File: config.mk
export PLATFORM = sky130hd
export DESIGN_NAME = dual_edge_shreg
export DESIGN_NICKNAME = d
export VERILOG_FILES = /design/src/rtl/dual_edge_shreg.sv
export SDC_FILE = /design/constraint.sdc
export NUM_CORES = 1
export LEC_CHECK = 0
export ABC_AREA = 1
export BUFFER_PORTS_ARGS = -buffer_cell sky130_fd_sc_hd__buf_4
export CAP_MARGIN = 20
export CORE_MARGIN = 2
export CORE_UTILIZATION = 51
export CTS_BUF_LIST = sky130_fd_sc_hd__clkbuf_4
export CTS_CLUSTER_DIAMETER = 100
export CTS_CLUSTER_SIZE = 40
export DETAILED_ROUTE_END_ITERATION = 8
export PLACE_DENSITY = 0.8
export REMOVE_ABC_BUFFERS = 1
export SLEW_MARGIN = 20
export SYNTH_ARGS = -nofsm -noshare
export SYNTH_HDL_FRONTEND = slang
export SYNTH_SLANG_ARGS = --single-unit
File: constraint.sdc
create_clock -name clk -period 1.01 [get_ports clk]
set_input_delay 0.101 -clock clk [delete_from_list [all_inputs] [get_ports clk]]
set_output_delay 0.101 -clock clk [all_outputs]
set_load 0.01 [all_outputs]
File: src/rtl/dual_edge_shreg.sv
module dual_edge_shreg #(
  parameter int W = 8
) (
  input  logic         clk,
  input  logic         por,
  input  logic         sync_clr,
  input  logic         load,
  input  logic         shift_en,
  input  logic         dir_up,
  input  logic         feed_lo,
  input  logic         feed_hi,
  input  logic [W-1:0] par_in,
  output logic [W-1:0] q
);

  logic [W-1:0] rise_r, fall_r, nxt;

  assign q = rise_r ^ fall_r;

  always_comb begin
    if (sync_clr)      nxt = '0;
    else if (load)     nxt = par_in;
    else if (!shift_en) nxt = q;
    else if (dir_up)   nxt = {q[W-2:0], feed_lo};
    else               nxt = {feed_hi, q[W-1:1]};
  end

  always_ff @(posedge clk or posedge por)
    if (por) rise_r <= '0;
    else     rise_r <= nxt ^ fall_r;

  always_ff @(negedge clk or posedge por)
    if (por) fall_r <= '0;
    else     fall_r <= nxt ^ rise_r;

  // Edge snapshots for the checks: controls {clr,load,en,dir,lo,hi}
  logic         pv, nv;
  logic [5:0]   pc, nc;
  logic [W-1:0] pd, nd, pq, nq;

  always_ff @(posedge clk or posedge por)
    if (por) begin pv <= 1'b0; pc <= '0; pd <= '0; pq <= '0; end
    else begin
      pv <= 1'b1; pc <= {sync_clr, load, shift_en, dir_up, feed_lo, feed_hi};
      pd <= par_in; pq <= q;
    end

  always_ff @(negedge clk or posedge por)
    if (por) begin nv <= 1'b0; nc <= '0; nd <= '0; nq <= '0; end
    else begin
      nv <= 1'b1; nc <= {sync_clr, load, shift_en, dir_up, feed_lo, feed_hi};
      nd <= par_in; nq <= q;
    end

  p_por_zero_r7: assert property (@(posedge clk) por |-> q == '0);

  p_clr_rise_r2: assert property (@(negedge clk) disable iff (por)
    (pv && pc[5]) |-> q == '0);
  p_clr_fall_r2: assert property (@(posedge clk) disable iff (por)
    (nv && nc[5]) |-> q == '0);
  p_load_rise_r3: assert property (@(negedge clk) disable iff (por)
    (pv && pc[5:4] == 2'b01) |-> q == pd);
  p_load_fall_r3: assert property (@(posedge clk) disable iff (por)
    (nv && nc[5:4] == 2'b01) |-> q == nd);
  p_hold_rise_r4: assert property (@(negedge clk) disable iff (por)
    (pv && pc[5:3] == 3'b000) |-> q == pq);
  p_hold_fall_r4: assert property (@(posedge clk) disable iff (por)
    (nv && nc[5:3] == 3'b000) |-> q == nq);
  p_up_rise_r5: assert property (@(negedge clk) disable iff (por)
    (pv && pc[5:2] == 4'b0011) |-> q == {pq[W-2:0], pc[1]});
  p_up_fall_r5: assert property (@(posedge clk) disable iff (por)
    (nv && nc[5:2] == 4'b0011) |-> q == {nq[W-2:0], nc[1]});
  p_dn_rise_r6: assert property (@(negedge clk) disable iff (por)
    (pv && pc[5:2] == 4'b0010) |-> q == {pc[0], pq[W-1:1]});
  p_dn_fall_r6: assert property (@(posedge clk) disable iff (por)
    (nv && nc[5:2] == 4'b0010) |-> q == {nc[0], nq[W-1:1]});

endmodule

==> results of run 1 <==
[per-stage QoR]
step / hold slack, ns / worst slack (ns) / instances
floorplan: 0.01460 / -0.6204 / 184
global placement: 0.1270 / -0.6312 / 261
detailed placement: 0.1313 / -0.7198 / 261
[cell families after synthesis]
logic type	share of synthesized area
flops	0.3415
compound gates	0.02989
buf+inv	0.1249
simple gates	0.5037
==> flow_summary_export.csv, run 1 <==
group,metric,value,unit
run_status,status,"did not finish",
run_status,stop_stage,"4_1_cts",
run_status,error,"[ERROR DPL-0038] Utilization greater than 100%, impossible to legalize",
placed_design,place_area,1546,µm²
yosys,synthTopCellsByArea,"nand2_1, dfrtn_1, dfrtp_1",
yosys,synth_cells,188,
yosys,netlist_area,1172,µm²
clocking,clock-sinks,16,
clocking,numCtsBuffers,3,
die,die_w,51.95,µm
yosys,synth_commonest_cells,"nand2_1, nand3_1, inv_1, nor2_1",
yosys,synth-seq-area-share,0.3415,
yosys,synth_most_common_cell,"nand2_1",
die,placementRows,17,
die,io_pins,24,
clocking,cts_buffer_depth,2,
yosys,synth.avg_cell_area,6.236,µm²
die,die_h,51.95,µm
placed_design,place_hpwl,2345,µm
yosys,synth_edf_count,0,
clocking,htree_levels,1,
yosys,synth_area_leader_cell,"nand2_1",
yosys,synthDistinctLibCells,17,
yosys,ys_ff_latch,16,
clocking,post_cts_buffers,47,
clocking,clockRootBuffer,"clkbuf_4",
yosys,yosys_warnings,0,
yosys,yosys.area.top_type_share,0.2433,
yosys,async_flop_share,1.000,
yosys,synth_flop_cell,"dfrtp_1",
clocking,ctsResizeCount,101,
die,start_util,0.5351,
placed_design,io_buffer_count,23,
placed_design,place.gp.congestion,0.7865,
clocking,cts_hold_buf,1,
==> inputs of run 2 (changes only) <==
--- a/config.mk
+++ b/config.mk
@@ -8,13 +8,10 @@
 export ABC_AREA = 1
 export BUFFER_PORTS_ARGS = -buffer_cell sky130_fd_sc_hd__buf_4
 export CAP_MARGIN = 20
-export CORE_MARGIN = 2
-export CORE_UTILIZATION = 51
-export CTS_BUF_LIST = sky130_fd_sc_hd__clkbuf_4
-export CTS_CLUSTER_DIAMETER = 100
-export CTS_CLUSTER_SIZE = 40
+export CORE_AREA = 2 2 63 65
 export DETAILED_ROUTE_END_ITERATION = 8
-export PLACE_DENSITY = 0.8
+export DIE_AREA = 0 0 65 67
+export PLACE_DENSITY_LB_ADDON = 0.15
 export REMOVE_ABC_BUFFERS = 1
 export SLEW_MARGIN = 20
 export SYNTH_ARGS = -nofsm -noshare
==> constraint.sdc (replaced) <==
create_clock -name clk -period 1.3 [get_ports clk]
set_input_delay 0.13 -clock clk [delete_from_list [all_inputs] [get_ports clk]]
set_output_delay 0.13 -clock clk [all_outputs]
set_load 0.01 [all_outputs]
==> run 2 against run 1 <==
The flow now finishes, with violations (negative setup slack). Area after synthesis did not move. Synthesized cell count did not move.
==> flow_summary_export.csv, run 2 <==
group,metric,value,unit
run_status,status,"finished, violations left",
run_status,violations,"negative setup slack",
route,dr.pass1.iters,4,
worst_setup_path,timing.rr.end,"rise_r[4]",
final_layout,fin_util,0.6801,
yosys,synth_flop_cell,"dfrtp_1",
die,io_pins,24,
worst_setup_path,worstPathCellList,"inv_2 > nand2_4 > buf_6 > nand3_2 > nand3_2 > nand2_2 > nand2_2 > nand2_2 > nand2_1 > nand2_1",
timing,slew-limit-headroom,0.8577,
yosys,netlist_area,1172,µm²
final_layout,diodes,0,
worst_setup_path,crit_cells,10,
grt,grt_pass1_wl,6658,µm
timing,grt_setup_unrepaired,"yes",
worst_setup_path,crit_end,"rise_r[4]",
route,routed_wl,4465,µm
grt,grt_max_degree,16,
final_layout,reg_top3,"fall_r x8, rise_r x8",
timing,worst_slack,-0.7030,ns
yosys,ys_ff_latch,16,
yosys,synth_most_common_cell,"nand2_1",
yosys,async_flop_share,1.000,
pwr,p_sw,2.422,mW
placed_design,place.gp.congestion,0.7821,
worst_setup_path,crit_fanout,3,
grt,gr-total-overflow,0,
pwr,clkPwrFrac,0.073,
yosys,synth_compound_area_frac,0.02988,
yosys,synthTopCellsByArea,"nand2_1, dfrtn_1, dfrtp_1",
yosys,yosys_warnings,0,
yosys,synth_commonest_cells,"nand2_1, nand3_1, inv_1, nor2_1",
grt,busiest_layer,"met2",
worst_setup_path,crit_path_start,"fall_r[3]",
worst_setup_path,crit_type,"reg2reg",
run,max_cap_viol_count,0,
timing,fin_setup_tns,-15.09,ns
yosys,synth-adder-area-share,0,
clocking,clock-sinks,16,
yosys,synth_area_leader_cell,"nand2_1",
final_layout,mostFrequentLayoutCells,"buf_4, nand2_2, nand2_1",
worst_setup_path,r2r_cells,10,
yosys,synthXorXnorAreaFrac,0,
timing,clock_skew,0.01702,ns
route,ant_nets,0,
placed_design,io_buffer_count,23,
worst_setup_path,cpMostUsedCell,"nand2_2",
timing,max_slew.worst_pin.slew,0.2127,ns
final_layout,layout_commonest_cell,"buf_4",
clocking,clkTransAtPathRegs,0.07,ns
yosys,yosys.area_share.simple,0.5037,
yosys,synth_cells,188,
yosys,synth-seq-area-share,0.3415,
worst_setup_path,r2r-start,"fall_r[3]",
final_layout,area_delta_synth_final,109.2,%
route,wl_per_cell,12.79,µm
yosys,synth.avg_cell_area,6.236,µm²
worst_setup_path,worst_path_max_delay_cell,"dfrtn_1",
yosys,synth_edf_count,0,
grt,grt_util_met3,0.04223,
die,die_h,67,µm
worst_setup_path,crit_arrival,2.14,ns
grt,track_usage,0.1988,
clocking,cts_buffer_depth,2,
timing,drv_slew,0,
pwr,switching_share,0.3935,
yosys,synth_top_family_by_area,"simple AND/OR/NAND/NOR gates",
route,post_drt_via_cell_ratio,4.593,
worst_setup_path,crit_buf_inv,2,
timing,setup_viol,24,
grt,met1_usage,0.2198,
yosys,synthMuxAreaShare,0,
worst_setup_path,endpoint_kind,"register",
worst_setup_path,cp.required,1.44,ns
worst_setup_path,reg2reg_slack,-0.70,ns
clocking,cts_tree,"yes",
pwr,p_total,6.155,mW
route,vias,1603,
yosys,synthDistinctLibCells,17,
pwr,p_per_area,2510,nW/µm²
clocking,insertion_delay,0.27,ns
die,die_area,4355,µm²
worst_setup_path,max_stage_delay,0.46,ns
die,coreArea,3606,µm²
final_layout,layout-drive-gt1-share,0.7143,
pwr,p_int,3.733,mW
grt,antenna_found_initial,0,
route,drc,0,
yosys,yosys.area.top_type_share,0.2433,
die,die_w,65,µm
pwr,combPwrFrac,0.761,
pwr,p_leak,1.336,nW
hold_path,min_path_type,"in2reg",
worst_setup_path,startpoint_type,"register",
grt,grt_pass1_vias,1592,
clocking,numCtsBuffers,3,
worst_setup_path,critPathTopFamily,"simple AND/OR/NAND/NOR gates",
clocking,htree_levels,1,
pwr,sequentialPowerShare,0.166,
clocking,clockRootBuffer,"clkbuf_8",
placed_design,place_hpwl,2239,µm
route,drt-initial-drc-count,89,
die,start_util,0.3251,
final_layout,nets,318,
pwr,ir_drop,1.342,mV
grt,grtUsageMet2,0.3686,
timing,finalHoldViolations,0,
die,placementRows,22,
final_layout,fill_cells,279,
timing,timing.hold.ws,0.3164,ns
run 2: cell counts after synthesis:
Identical to the previous run, type by type.
run 2: through the flow:
| stage | setup WS [ns] | std cells | area (µm²) |
|---|---|---|---|
| 2_1_floorplan | -0.4754 | 184 | 1131 |
| 3_3_place_gp | -0.5177 | 291 | 1659 |
| 3_5_place_dp | -0.5256 | 291 | 1659 |
| 4_1_cts | -0.6395 | 339 | 2308 |
| 5_1_grt | -0.7553 | 349 | 2452 |
| 6_report | -0.7030 | 349 | 2452 |
run 2: routing by layer:
layer	vias to the layer above	part of all wire	wire length (µm)
met5	-	0	0
li1	805	-	-
met4	0	0.043	191
met1	737	0.39	1754
met2	41	0.53	2381
met3	20	0.031	138
run 2: worst min-delay path, stage by stage:
cell and delay, ns:
buf_4 0.16, nor2_1 0.09, nand2_2 0.07, nand2_2 0.04
nand2_1 0.04
run 2: timing repair:
| item | in CTS | in global routing |
|---|---|---|
| pin swaps | 30 | 28 |
| hold buffers | 1 | 0 |
| resized for setup | 90 | 22 |
| endpoints found under the setup margin | 24 | 24 |
| hold endpoints to repair | 6 | 0 |
| setup buffers | 43 | 10 |
run 2: logic make-up (layout without fill, tap and decap cells):
kind of cell | count (synthesis) | in the layout
and+or+nand+nor | 138 | 138
buffers and inverters | 30 | 143
AOI/OAI and AO/OA | 4 | 4
DFF | 16 | 16
run 2: layout make-up:
class | instances | area [µm²] | area share
Sequential cell | 16 | 400.4 | 0.1633
Clock buffer | 4 | 55.05 | 0.02245
Tap cell | 48 | 60.06 | 0.02449
Multi-Input combinational cell | 142 | 865.8 | 0.3531
Inverter | 26 | 105.1 | 0.04286
Timing Repair Buffer | 113 | 965.9 | 0.3939
run 2: power by group through the flow:
stage | clock network, mW | registers, mW | logic, mW
3_3_place_gp | 0 | 0.944 | 2.29
3_5_place_dp | 0 | 0.945 | 2.28
4_1_cts | 0.460 | 0.993 | 4.04
2_1_floorplan | 0 | 0.902 | 1.18
5_1_grt | 0.488 | 1.05 | 5.00
6_report | 0.451 | 1.02 | 4.68
run 2: how the worst min path moves through the flow:
stage | from | to | slack, ns | cells past startpoint
after floorplan | por | rise_r[0] | 0.04 | 1
after global placement | por | rise_r[2] | 0.15 | 3
after detailed placement | por | rise_r[2] | 0.15 | 3
after CTS | sync_clr | rise_r[1] | 0.32 | 5
after global routing | sync_clr | rise_r[0] | 0.34 | 5
final | sync_clr | rise_r[7] | 0.32 | 5
No activity file was read; power rests on OpenSTA's default activity.
==> inputs of run 3 (changes only) <==
--- a/config.mk
+++ b/config.mk
@@ -12,7 +12,6 @@
 export DETAILED_ROUTE_END_ITERATION = 8
 export DIE_AREA = 0 0 65 67
 export PLACE_DENSITY_LB_ADDON = 0.15
-export REMOVE_ABC_BUFFERS = 1
 export SLEW_MARGIN = 20
 export SYNTH_ARGS = -nofsm -noshare
 export SYNTH_HDL_FRONTEND = slang
==> run 3 against run 2 <==
The run still ends with negative setup slack left. Critical path depth fell by 4. Clock skew barely moved. Worst setup slack improved by 0.024 ns. Die area did not move. Clock power rose by 4%. Core utilization rose by 1.6 points. Critical path type is now reg2out. Sequential cell count did not move. Sequential share of layout area fell by 0.37 points. Largest power group unchanged. Final cell count rose by 1.7%. Non-clock buffer count rose by 6.
==> flow_summary_export.csv, run 3 (synthesis results as in run 2) <==
group,metric,value,unit
placed_design,io_buffer_count,23,
run_status,violations,"negative setup slack",
timing,drv_slew,0,
pwr,p_int,3.924,mW
grt,track_usage,0.2019,
clocking,clockRootBuffer,"clkbuf_8",
timing,worst_slack,-0.6787,ns
pwr,switching_share,0.3900,
route,drt-initial-drc-count,51,
worst_setup_path,worst_path_max_delay_cell,"dfrtn_1",
route,drc,0,
timing,clock_skew,0.01712,ns
clocking,cts_buffer_depth,2,
final_layout,fill_cells,288,
clocking,clkTransAtPathRegs,0.07,ns
final_layout,layout-drive-gt1-share,0.7231,
route,ant_nets,0,
pwr,p_leak,1.368,nW
worst_setup_path,crit_fanout,3,
yosys,syn-num-nets,204,
placed_design,place.gp.congestion,0.8103,
die,die_h,67,µm
final_layout,layout_commonest_cell,"buf_4",
worst_setup_path,max_stage_delay,0.46,ns
final_layout,nets,324,
worst_setup_path,cp.required,1.17,ns
clocking,htree_levels,1,
final_layout,reg_top3,"fall_r x8, rise_r x8",
clocking,insertion_delay,0.27,ns
die,die_area,4355,µm²
placed_design,place_hpwl,2320,µm
final_layout,diodes,0,
grt,antenna_found_initial,0,
grt,grt_max_degree,16,
final_layout,fin_util,0.6960,
run_status,status,"finished, violations left",
grt,gr-total-overflow,0,
final_layout,area_delta_synth_final,114.1,%
timing,grt_setup_unrepaired,"yes",
pwr,p_total,6.433,mW
placed_design,pre_cts_ws,-0.5236,ns
die,io_pins,24,
die,coreArea,3606,µm²
worst_setup_path,crit_arrival,1.85,ns
route,dr.pass1.iters,4,
worst_setup_path,endpoint_kind,"primary output",
clocking,clock-sinks,16,
timing,max_slew.worst_pin.slew,0.2591,ns
run,max_cap_viol_count,0,
timing,timing.hold.ws,0.3263,ns
route,vias,1614,
worst_setup_path,worstPathCellList,"inv_2 > nand2_2 > nand2_2 > buf_6 > inv_2 > buf_6",
worst_setup_path,crit_type,"reg2out",
worst_setup_path,crit_buf_inv,4,
clocking,numCtsBuffers,3,
grt,grt_pass1_wl,6699,µm
pwr,p_per_area,2563,nW/µm²
final_layout,stdcell_area,2510,µm²
pwr,clkPwrFrac,0.073,
pwr,combPwrFrac,0.769,
route,routed_wl,4577,µm
worst_setup_path,critPathTopFamily,"flip-flops",
timing,slew-limit-headroom,0.8266,
timing,setup_viol,24,
pwr,p_sw,2.508,mW
pwr,sequentialPowerShare,0.159,
die,die_w,65,µm
pwr,ir_drop,1.437,mV
clocking,cts_tree,"yes",
worst_setup_path,reg2reg_slack,-0.68,ns
worst_setup_path,startpoint_type,"register",
route,wl_per_cell,12.89,µm
die,placementRows,22,
placed_design,place_area,1672,µm²
hold_path,min_path_type,"in2reg",
route,post_drt_via_cell_ratio,4.546,
die,start_util,0.3251,
grt,grt_pass1_vias,1543,
final_layout,mostFrequentLayoutCells,"buf_4, nand2_2, nand2_1",
timing,finalHoldViolations,0,
[run 3: per-stage QoR]
stage	std cells	TNS, ns
2_1_floorplan	188	-7.474
3_3_place_gp	294	-10.78
3_5_place_dp	294	-10.96
4_1_cts	342	-14.17
5_1_grt	355	-16.54
6_report	355	-14.92
[run 3: path summary, 6_finish.rpt]
| check | endpoint | depth (start not counted) | from |
|---|---|---|---|
| max in group asynchronous | fall_r[2] | 4 | por |
| min reg2reg | fall_r[7] | 6 | fall_r[7] |
| max reg2reg | rise_r[2] | 10 | fall_r[1] |
| min | rise_r[0] | 5 | sync_clr |
| max | q[6] | 6 | fall_r[6] |
| min in group asynchronous | rise_r[6] | 4 | por |
[run 3: timing repair]
action                                  in CTS  in global routing
endpoints found under the setup margin      24                 24
pin swaps                                   31                 24
resized for setup                           82                 29
hold buffers                                 1                  0
hold endpoints to repair                     6                  0
buffers inserted                            43                 13
[run 3: worst min-delay path: stages]
cell     delay (ns)
buf_4          0.17
nor2_1         0.09
nand2_2        0.07
nand2_1        0.04
nand2_1        0.05
[run 3: cell type report]
cell class	instances	area, µm²	area share
sequential	16	400.4	0.1595
timing repair buffer	119	1006	0.4008
clock buffer	4	55.05	0.02193
tap	48	60.06	0.02393
multi-input combinational	142	883.3	0.3519
inverter	26	105.1	0.04187
[run 3: power by group through the flow]
stage	Sequential, mW	Clock, mW	Combinational, mW
3_5_place_dp	0.947	0	2.39
6_report	1.02	0.468	4.94
2_1_floorplan	0.902	0	1.25
4_1_cts	0.993	0.470	4.12
5_1_grt	1.05	0.500	5.28
3_3_place_gp	0.943	0	2.39
[run 3: metal layers]
layer  GRT usage  up-vias  routed length [µm]
met5           0        -                   0
met4     0.06383        0                  98
met3     0.04054        8                 120
met2      0.3802       26                2558
met1      0.2265      759                1799
li1            -      821                   -
